===== src/rtl/pkavg_pkg.sv =====
package pkavg_pkg;

   typedef enum logic [1:0] {
      UMODE_KEEP     = 2'b00,
      UMODE_ZERO_HI  = 2'b01,
      UMODE_WIDE     = 2'b10,
      UMODE_WIDE_ALT = 2'b11
   } umode_e;

   typedef enum logic {
      ESZ_BYTE = 1'b0,
      ESZ_WORD = 1'b1
   } esize_e;

   function automatic logic mode_is_wide(umode_e m);
      return (m == UMODE_WIDE) || (m == UMODE_WIDE_ALT);
   endfunction

endpackage


===== src/rtl/pkavg_slice.sv =====
// One adder slice: unsigned add of two slices plus a carry in,
// with the carry out kept as the extra top bit.
module pkavg_slice #(
   parameter int SLICE_W = 8
) (
   input  logic [SLICE_W-1:0] a_i,
   input  logic [SLICE_W-1:0] b_i,
   input  logic               cin_i,
   output logic [SLICE_W:0]   sum_o
);

   generate
      if (SLICE_W < 2) begin : g_bad_w
         $error("pkavg_slice: SLICE_W must be at least 2");
      end
   endgenerate

   always_comb begin
      sum_o = {1'b0, a_i} + {1'b0, b_i} + {{SLICE_W{1'b0}}, cin_i};
   end

endmodule


===== src/rtl/pkavg_core.sv =====
// Segmented rounding averager. Slices are paired into words; in word
// mode the low slice's carry feeds the high slice, in byte mode every
// slice takes the rounding one as its carry in.
module pkavg_core #(
   parameter int DATA_W  = 256,
   parameter int SLICE_W = 8
) (
   input  logic              word_i,
   input  logic [DATA_W-1:0] a_i,
   input  logic [DATA_W-1:0] b_i,
   output logic [DATA_W-1:0] avg_o
);

   localparam int NSLICE = DATA_W / SLICE_W;

   generate
      if ((DATA_W % (2 * SLICE_W)) != 0) begin : g_bad_div
         $error("pkavg_core: DATA_W must be a multiple of two slices");
      end
   endgenerate

   logic [SLICE_W:0] sum_w [NSLICE];

   generate
      for (genvar i = 0; i < NSLICE; i++) begin : g_slice
         logic cin_w;
         logic msb_w;

         if ((i % 2) == 1) begin : g_hi
            assign cin_w = word_i ? sum_w[i-1][SLICE_W] : 1'b1;
            assign msb_w = sum_w[i][SLICE_W];
         end else begin : g_lo
            assign cin_w = 1'b1;
            assign msb_w = word_i ? sum_w[i+1][0] : sum_w[i][SLICE_W];
         end

         pkavg_slice #(.SLICE_W(SLICE_W)) u_slice (
            .a_i   (a_i[i*SLICE_W +: SLICE_W]),
            .b_i   (b_i[i*SLICE_W +: SLICE_W]),
            .cin_i (cin_w),
            .sum_o (sum_w[i])
         );

         assign avg_o[i*SLICE_W +: SLICE_W] = {msb_w, sum_w[i][SLICE_W-1:1]};

         // in byte mode a rounded average lies between its operands
         always_comb begin
            if (!word_i) begin
               assert_byte_between_R1: assert (
                  (avg_o[i*SLICE_W +: SLICE_W] >= ((a_i[i*SLICE_W +: SLICE_W] < b_i[i*SLICE_W +: SLICE_W]) ?
                        a_i[i*SLICE_W +: SLICE_W] : b_i[i*SLICE_W +: SLICE_W])) &&
                  (avg_o[i*SLICE_W +: SLICE_W] <= ((a_i[i*SLICE_W +: SLICE_W] < b_i[i*SLICE_W +: SLICE_W]) ?
                        b_i[i*SLICE_W +: SLICE_W] : a_i[i*SLICE_W +: SLICE_W])));
            end
         end
      end
   endgenerate

endmodule


===== src/rtl/pkavg_opsel.sv =====
// First-operand selection: in-place mode averages against the old
// destination, every other mode uses the first source.
module pkavg_opsel #(
   parameter int DATA_W = 256
) (
   input  pkavg_pkg::umode_e mode_i,
   input  logic [DATA_W-1:0] src1_i,
   input  logic [DATA_W-1:0] dst_old_i,
   output logic [DATA_W-1:0] op_a_o
);

   import pkavg_pkg::*;

   always_comb begin
      if (mode_i == UMODE_KEEP) op_a_o = dst_old_i;
      else                      op_a_o = src1_i;
   end

endmodule


===== src/rtl/pkavg_merge.sv =====
// Upper-half placement: computed, cleared, or taken from the old destination.
module pkavg_merge #(
   parameter int DATA_W = 256
) (
   input  pkavg_pkg::umode_e mode_i,
   input  logic [DATA_W-1:0] avg_i,
   input  logic [DATA_W-1:0] dst_old_i,
   output logic [DATA_W-1:0] res_o
);

   import pkavg_pkg::*;

   localparam int LANE_W = DATA_W / 2;

   generate
      if ((DATA_W % 2) != 0) begin : g_bad_half
         $error("pkavg_merge: DATA_W must be even");
      end
   endgenerate

   always_comb begin
      res_o[LANE_W-1:0] = avg_i[LANE_W-1:0];
      unique case (mode_i)
         UMODE_KEEP:    res_o[DATA_W-1:LANE_W] = dst_old_i[DATA_W-1:LANE_W];
         UMODE_ZERO_HI: res_o[DATA_W-1:LANE_W] = '0;
         default:       res_o[DATA_W-1:LANE_W] = avg_i[DATA_W-1:LANE_W];
      endcase
   end

endmodule


===== src/rtl/pkavg_unit.sv =====
module pkavg_unit #(
   parameter int DATA_W  = 256,
   parameter int SLICE_W = 8
) (
   input  logic              clk_i,
   input  logic              rst_ni,
   input  logic              valid_i,
   input  logic              size_i,
   input  logic [1:0]        mode_i,
   input  logic [DATA_W-1:0] src1_i,
   input  logic [DATA_W-1:0] src2_i,
   input  logic [DATA_W-1:0] dst_old_i,
   output logic              valid_o,
   output logic [DATA_W-1:0] result_o
);

   import pkavg_pkg::*;

   localparam int LANE_W = DATA_W / 2;

   generate
      if (LANE_W < 2 * SLICE_W) begin : g_bad_lane
         $error("pkavg_unit: each half must hold at least one word element");
      end
   endgenerate

   umode_e            mode_w;
   esize_e            size_w;
   logic [DATA_W-1:0] op_a_w;
   logic [DATA_W-1:0] avg_w;
   logic [DATA_W-1:0] res_w;

   assign mode_w = umode_e'(mode_i);
   assign size_w = esize_e'(size_i);

   pkavg_opsel #(.DATA_W(DATA_W)) u_opsel (
      .mode_i    (mode_w),
      .src1_i    (src1_i),
      .dst_old_i (dst_old_i),
      .op_a_o    (op_a_w)
   );

   pkavg_core #(.DATA_W(DATA_W), .SLICE_W(SLICE_W)) u_core (
      .word_i (size_w == ESZ_WORD),
      .a_i    (op_a_w),
      .b_i    (src2_i),
      .avg_o  (avg_w)
   );

   pkavg_merge #(.DATA_W(DATA_W)) u_merge (
      .mode_i    (mode_w),
      .avg_i     (avg_w),
      .dst_old_i (dst_old_i),
      .res_o     (res_w)
   );

   always_ff @(posedge clk_i) begin
      if (!rst_ni) begin
         valid_o  <= 1'b0;
         result_o <= '0;
      end else begin
         valid_o <= valid_i;
         if (valid_i) result_o <= res_w;
      end
   end

   assert_valid_follow_R7: assert property (@(posedge clk_i) disable iff (!rst_ni)
      valid_i |=> valid_o);

   assert_valid_drop_R7: assert property (@(posedge clk_i) disable iff (!rst_ni)
      !valid_i |=> !valid_o);

   assert_hold_R8: assert property (@(posedge clk_i) disable iff (!rst_ni)
      !valid_i |=> $stable(result_o));

   assert_zero_hi_R5: assert property (@(posedge clk_i) disable iff (!rst_ni)
      (valid_i && mode_i == 2'b01) |=> (result_o[DATA_W-1:LANE_W] == '0));

   assert_keep_hi_R6: assert property (@(posedge clk_i) disable iff (!rst_ni)
      (valid_i && mode_i == 2'b00) |=>
         (result_o[DATA_W-1:LANE_W] == $past(dst_old_i[DATA_W-1:LANE_W])));

   assert_same_ops_R4: assert property (@(posedge clk_i) disable iff (!rst_ni)
      (valid_i && mode_i[1] && src1_i == src2_i) |=> (result_o == $past(src1_i)));

endmodule


===== config.mk =====
export PLATFORM = sky130hd
export DESIGN_NAME = pkavg_unit
export DESIGN_NICKNAME = d
export VERILOG_FILES = /design/src/rtl/pkavg_pkg.sv /design/src/rtl/pkavg_slice.sv /design/src/rtl/pkavg_core.sv /design/src/rtl/pkavg_opsel.sv /design/src/rtl/pkavg_merge.sv /design/src/rtl/pkavg_unit.sv
export SDC_FILE = /design/constraint.sdc
export NUM_CORES = 1
export LEC_CHECK = 0
export BUFFER_PORTS_ARGS = -buffer_cell sky130_fd_sc_hd__buf_4
export CORE_AREA = 4 4 398 400
export DETAILED_ROUTE_END_ITERATION = 6
export DIE_AREA = 0 0 402 404
export GPL_TIMING_DRIVEN = 1
export MAX_ROUTING_LAYER = met4
export PLACE_DENSITY_LB_ADDON = 0.08
export SYNTH_ARGS = -nofsm -noshare
export SYNTH_HDL_FRONTEND = slang
export SYNTH_SLANG_ARGS = --single-unit
export TNS_END_PERCENT = 100

===== constraint.sdc =====
create_clock -name clk_i -period 14.51 [get_ports clk_i]
set_clock_uncertainty 0.2 [all_clocks]
set_input_delay 0.7255 -clock clk_i [delete_from_list [all_inputs] [get_ports clk_i]]
set_output_delay 0.7255 -clock clk_i [all_outputs]
set_load 0.005 [all_outputs]

==> flow_metrics.py <==
metrics = {
    "timing": {
        "worst_slew_pin_slew_ns": 0.9656,
        "fmax_mhz": 151.2,
        "fin_crit_ns": 6.612,
        "min_period_over_period": 0.4557,
        "drv_slew": 0,
        "relSlewSlack": 0.3563,
        "fin_ws_ns": 7.898,
        "rsz0062_at_grt": "no",
        "whs_ns": 0.1848,
        "setup_tns_ns": 0,
        "hold_viol_final": 0,
        "setup_viol": 0,
    },
    "drt": {
        "ant_nets": 0,
        "vias": 25819,
        "viasPerCell": 4.202,
        "routed_wl_um": 160100,
        "wl_per_cell_um": 26.06,
        "drt_first_pass_iters": 5,
        "drc": 0,
        "drt_iter0_drc": 1268,
    },
    "clock_tree": {
        "clk_transition_reported_paths_ns": 0.06,
        "cts_tree": "built",
        "cts-buffers-inserted": 43,
        "hold_buffers": 0,
        "clock_latency_ns": 0.58,
        "cts_sinks": 257,
        "post_cts_buffers": 0,
        "htreeDepth": 2,
        "post_cts_resized": 0,
        "clock_path_buffers": 3,
        "cts_root_buf": "clkbuf_16",
    },
    "setup_path": {
        "crit_family": "buffers and inverters",
        "crit_path_end_kind": "register",
        "cp_common_cell": "o21ai_0",
        "path_cells": "buf_6 > or2_4 > buf_4 > buf_4 > nand2_1 > nand2_1 > inv_1 > fa_1 > inv_1 > a21oi_1 > o21ai_0 > a21oi_1 > o21ai_0 > nor2_1 > fa_1 > fa_1 > nor2b_1 > o21ai_0 > a21boi_1 > o21a_1 > o21ai_0 > a32o_1",
        "crit_fanout": 60,
        "critPathMaxStageDelay_ns": 0.75,
        "crit_buf_inv": 5,
        "arrival_ns": 6.88,
        "r2r-start": "result_o[158]$_SDFFE_PN0P_",
        "cp_slowest_cell": "buf_4",
        "r2r.worst_path.cells": 3,
        "critPathRequiredTime_ns": 14.77,
        "crit_path_start_kind": "input port",
        "r2r_end": "result_o[158]$_SDFFE_PN0P_",
        "worstSetupPathType": "in -> reg",
        "r2r_setup_slack_ns": 13.21,
    },
    "synth": {
        "seq_area_frac_synth": 0.2268,
        "synthCells": 3084,
        "async_flop_share": 0,
        "synth_warnings": 0,
        "syn_nets": 4130,
        "ys_top_cells_by_area": "dfxtp_1 (23%), nand2_1 (14%), ha_1 (12%), o21ai_0 (4.6%), fa_1 (4.2%)",
        "synth_flop_cell": "dfxtp_1",
        "yosys.area.top_type_share": 0.2268,
        "yosys.area.top_type": "dfxtp_1",
        "synth.avg_cell_area_um2": 7.355,
        "synth-edff-count": 0,
        "synth.distinct_cells": 75,
        "synth_area_mm2": 0.02268,
        "ys_seq_elements": 257,
        "ys_top_cells_by_count": "nand2_1 (834), dfxtp_1 (257), ha_1 (224)",
        "yosysMostFrequentCell": "nand2_1",
    },
    "pwr": {
        "power_frac_clock": 0.344,
        "leakage_nw": 16.07,
        "seqPwrFrac": 0.265,
        "pwr-share-comb": 0.391,
        "power_switching_share": 0.3651,
        "power_mw": 3.151,
        "switching_power_mw": 1.150,
        "internal-power_mw": 2.000,
        "irDropWorstVdd_mv": 0.07377,
        "p_per_area_mw_per_mm2": 92.56,
    },
    "global_route": {
        "grt_pass1_wl_um": 217000,
        "grt_max_degree": 94,
        "grt_use_total": 0.1945,
        "antenna_found_initial": 41,
        "grt_pass1_vias": 27045,
        "grt_overflow": 0,
    },
    "finish": {
        "finalNonFillerCells": 6144,
        "drive_gt1_frac": 0.2883,
        "nets": 5073,
        "area_growth_pct": 50.07,
    },
    "min_path": {
        "min_path_cells": 3,
        "worstHoldEndpoint": "result_o[167]$_SDFFE_PN0P_",
        "hp-class": "in -> reg",
        "min_from": "dst_old_i[167]",
    },
    "run_status": {
        "status": "finished, final reports clean",
    },
    "placement": {
        "dp_hpwl_um": 129900,
        "dp.cells": 6040,
        "pre_cts_ws_ns": 7.150,
        "place_congestion": 0.9032,
        "port_buffers": 1030,
    },
    "die": {
        "die_w_um": 402,
        "initial_core_util": 0.1461,
        "die_area_mm2": 0.1624,
        "core_mm2": 0.1553,
        "die_height_um": 404,
        "fp-row-count": 145,
        "io_pins": 1031,
    },
    "flow_run": {
        "cap_violations": 0,
    },
}
[final cells by class]
type                    instances  area, µm²
diodes                         31      77.57
fillers                     17716     121300
repair buffers               1057       7963
clock inverters                 4      70.07
well taps                    2058       2575
clock buffers                  69       1316
inverters                     106      404.1
flip-flops and latches        257       5145
multi-input cells            2562      16490
[worst reg2reg max path, cell delays in order (launching register included)]
cell     delay [ns]
dfxtp_1        0.32
o21ai_0        0.12
or4_1          0.51
nand3_1        0.09
[cell families (layout without fill, tap and decap cells)]
group / after synthesis / after routing / share of synthesized area
DFF: 257 / 257 / 0.2268
muxes: 77 / 77 / 0.03448
buffers and inverters: 265 / 1236 / 0.04739
other: 0 / 31 / 0
adders and majority gates: 272 / 272 / 0.1659
AOI/OAI and AO/OA: 766 / 766 / 0.2194
xor gates and xnor gates: 135 / 135 / 0.05213
and+or+nand+nor: 1312 / 1312 / 0.2539
[registers in the layout, summed over array words and instances, names as in the netlist]
name      count
result_o    256
valid_o       1
[metrics by stage]
step	utilization	area, µm²
6_report	0.2192	34040
5_1_grt	0.2191	34030
3_5_place_dp	0.2097	32570
4_1_cts	0.2187	33960
2_1_floorplan	-	22680
3_3_place_gp	0.2097	32570
[layout by cell type, fill, tap and decap left out, types with 10 or more instances in the layout]
master     count
buf_4       1053
nand2_1      831
dfxtp_1      257
ha_1         224
o21ai_0      207
nor2_1       178
a21oi_1      123
inv_1        102
xnor2_1       86
nor2b_1       80
a31oi_1       80
mux2i_1       68
xor2_1        49
fa_1          48
a211oi_1      45
clkbuf_16     45
o21a_1        44
a21o_1        40
nand2b_1      36
o21ai_1       34
nand3_1       34
diode_2       31
nor3_1        26
or3_1         25
nand3b_1      25
o22ai_1       24
nor3b_1       21
a311oi_1      20
o31a_1        17
o221ai_1      16
clkbuf_1      14
o211ai_1      11
a32o_1        11
a22oi_1       10
o21bai_1      10
clkbuf_8      10
[routing by layer]
layer / vias up / GRT usage / share of wire / routed length (µm)
li1: 12698 / - / - / -
met1: 12277 / 0.2220 / 0.42 / 66740
met2: 751 / 0.3432 / 0.50 / 80020
met3: 93 / 0.05502 / 0.067 / 10780
met4: 0 / 0.03216 / 0.016 / 2558
met5: - / - / 0 / 0
[power by group through the flow]
stage	combinational, mW	sequential [mW]	clock [mW]
2_1_floorplan	0.641	0.841	0
3_5_place_dp	1.26	0.850	0
4_1_cts	1.26	0.836	1.14
6_report	1.23	0.835	1.08
5_1_grt	1.37	0.844	1.16
3_3_place_gp	1.27	0.850	0
[worst max path at each step]
stage	from	to	slack [ns]	cells past startpoint
global route	mode_i[1]	result_o[253]$_SDFFE_PN0P_	7.50	21
CTS	mode_i[1]	result_o[253]$_SDFFE_PN0P_	7.81	21
floorplan	mode_i[0]	result_o[127]$_SDFFE_PN0P_	9.33	22
global placement	mode_i[1]	result_o[253]$_SDFFE_PN0P_	7.22	21
detailed placement	mode_i[1]	result_o[255]$_SDFFE_PN0P_	7.15	21
finish	mode_i[1]	result_o[45]$_SDFFE_PN0P_	7.90	22
Note: power is estimated with default switching activity, not from simulation.
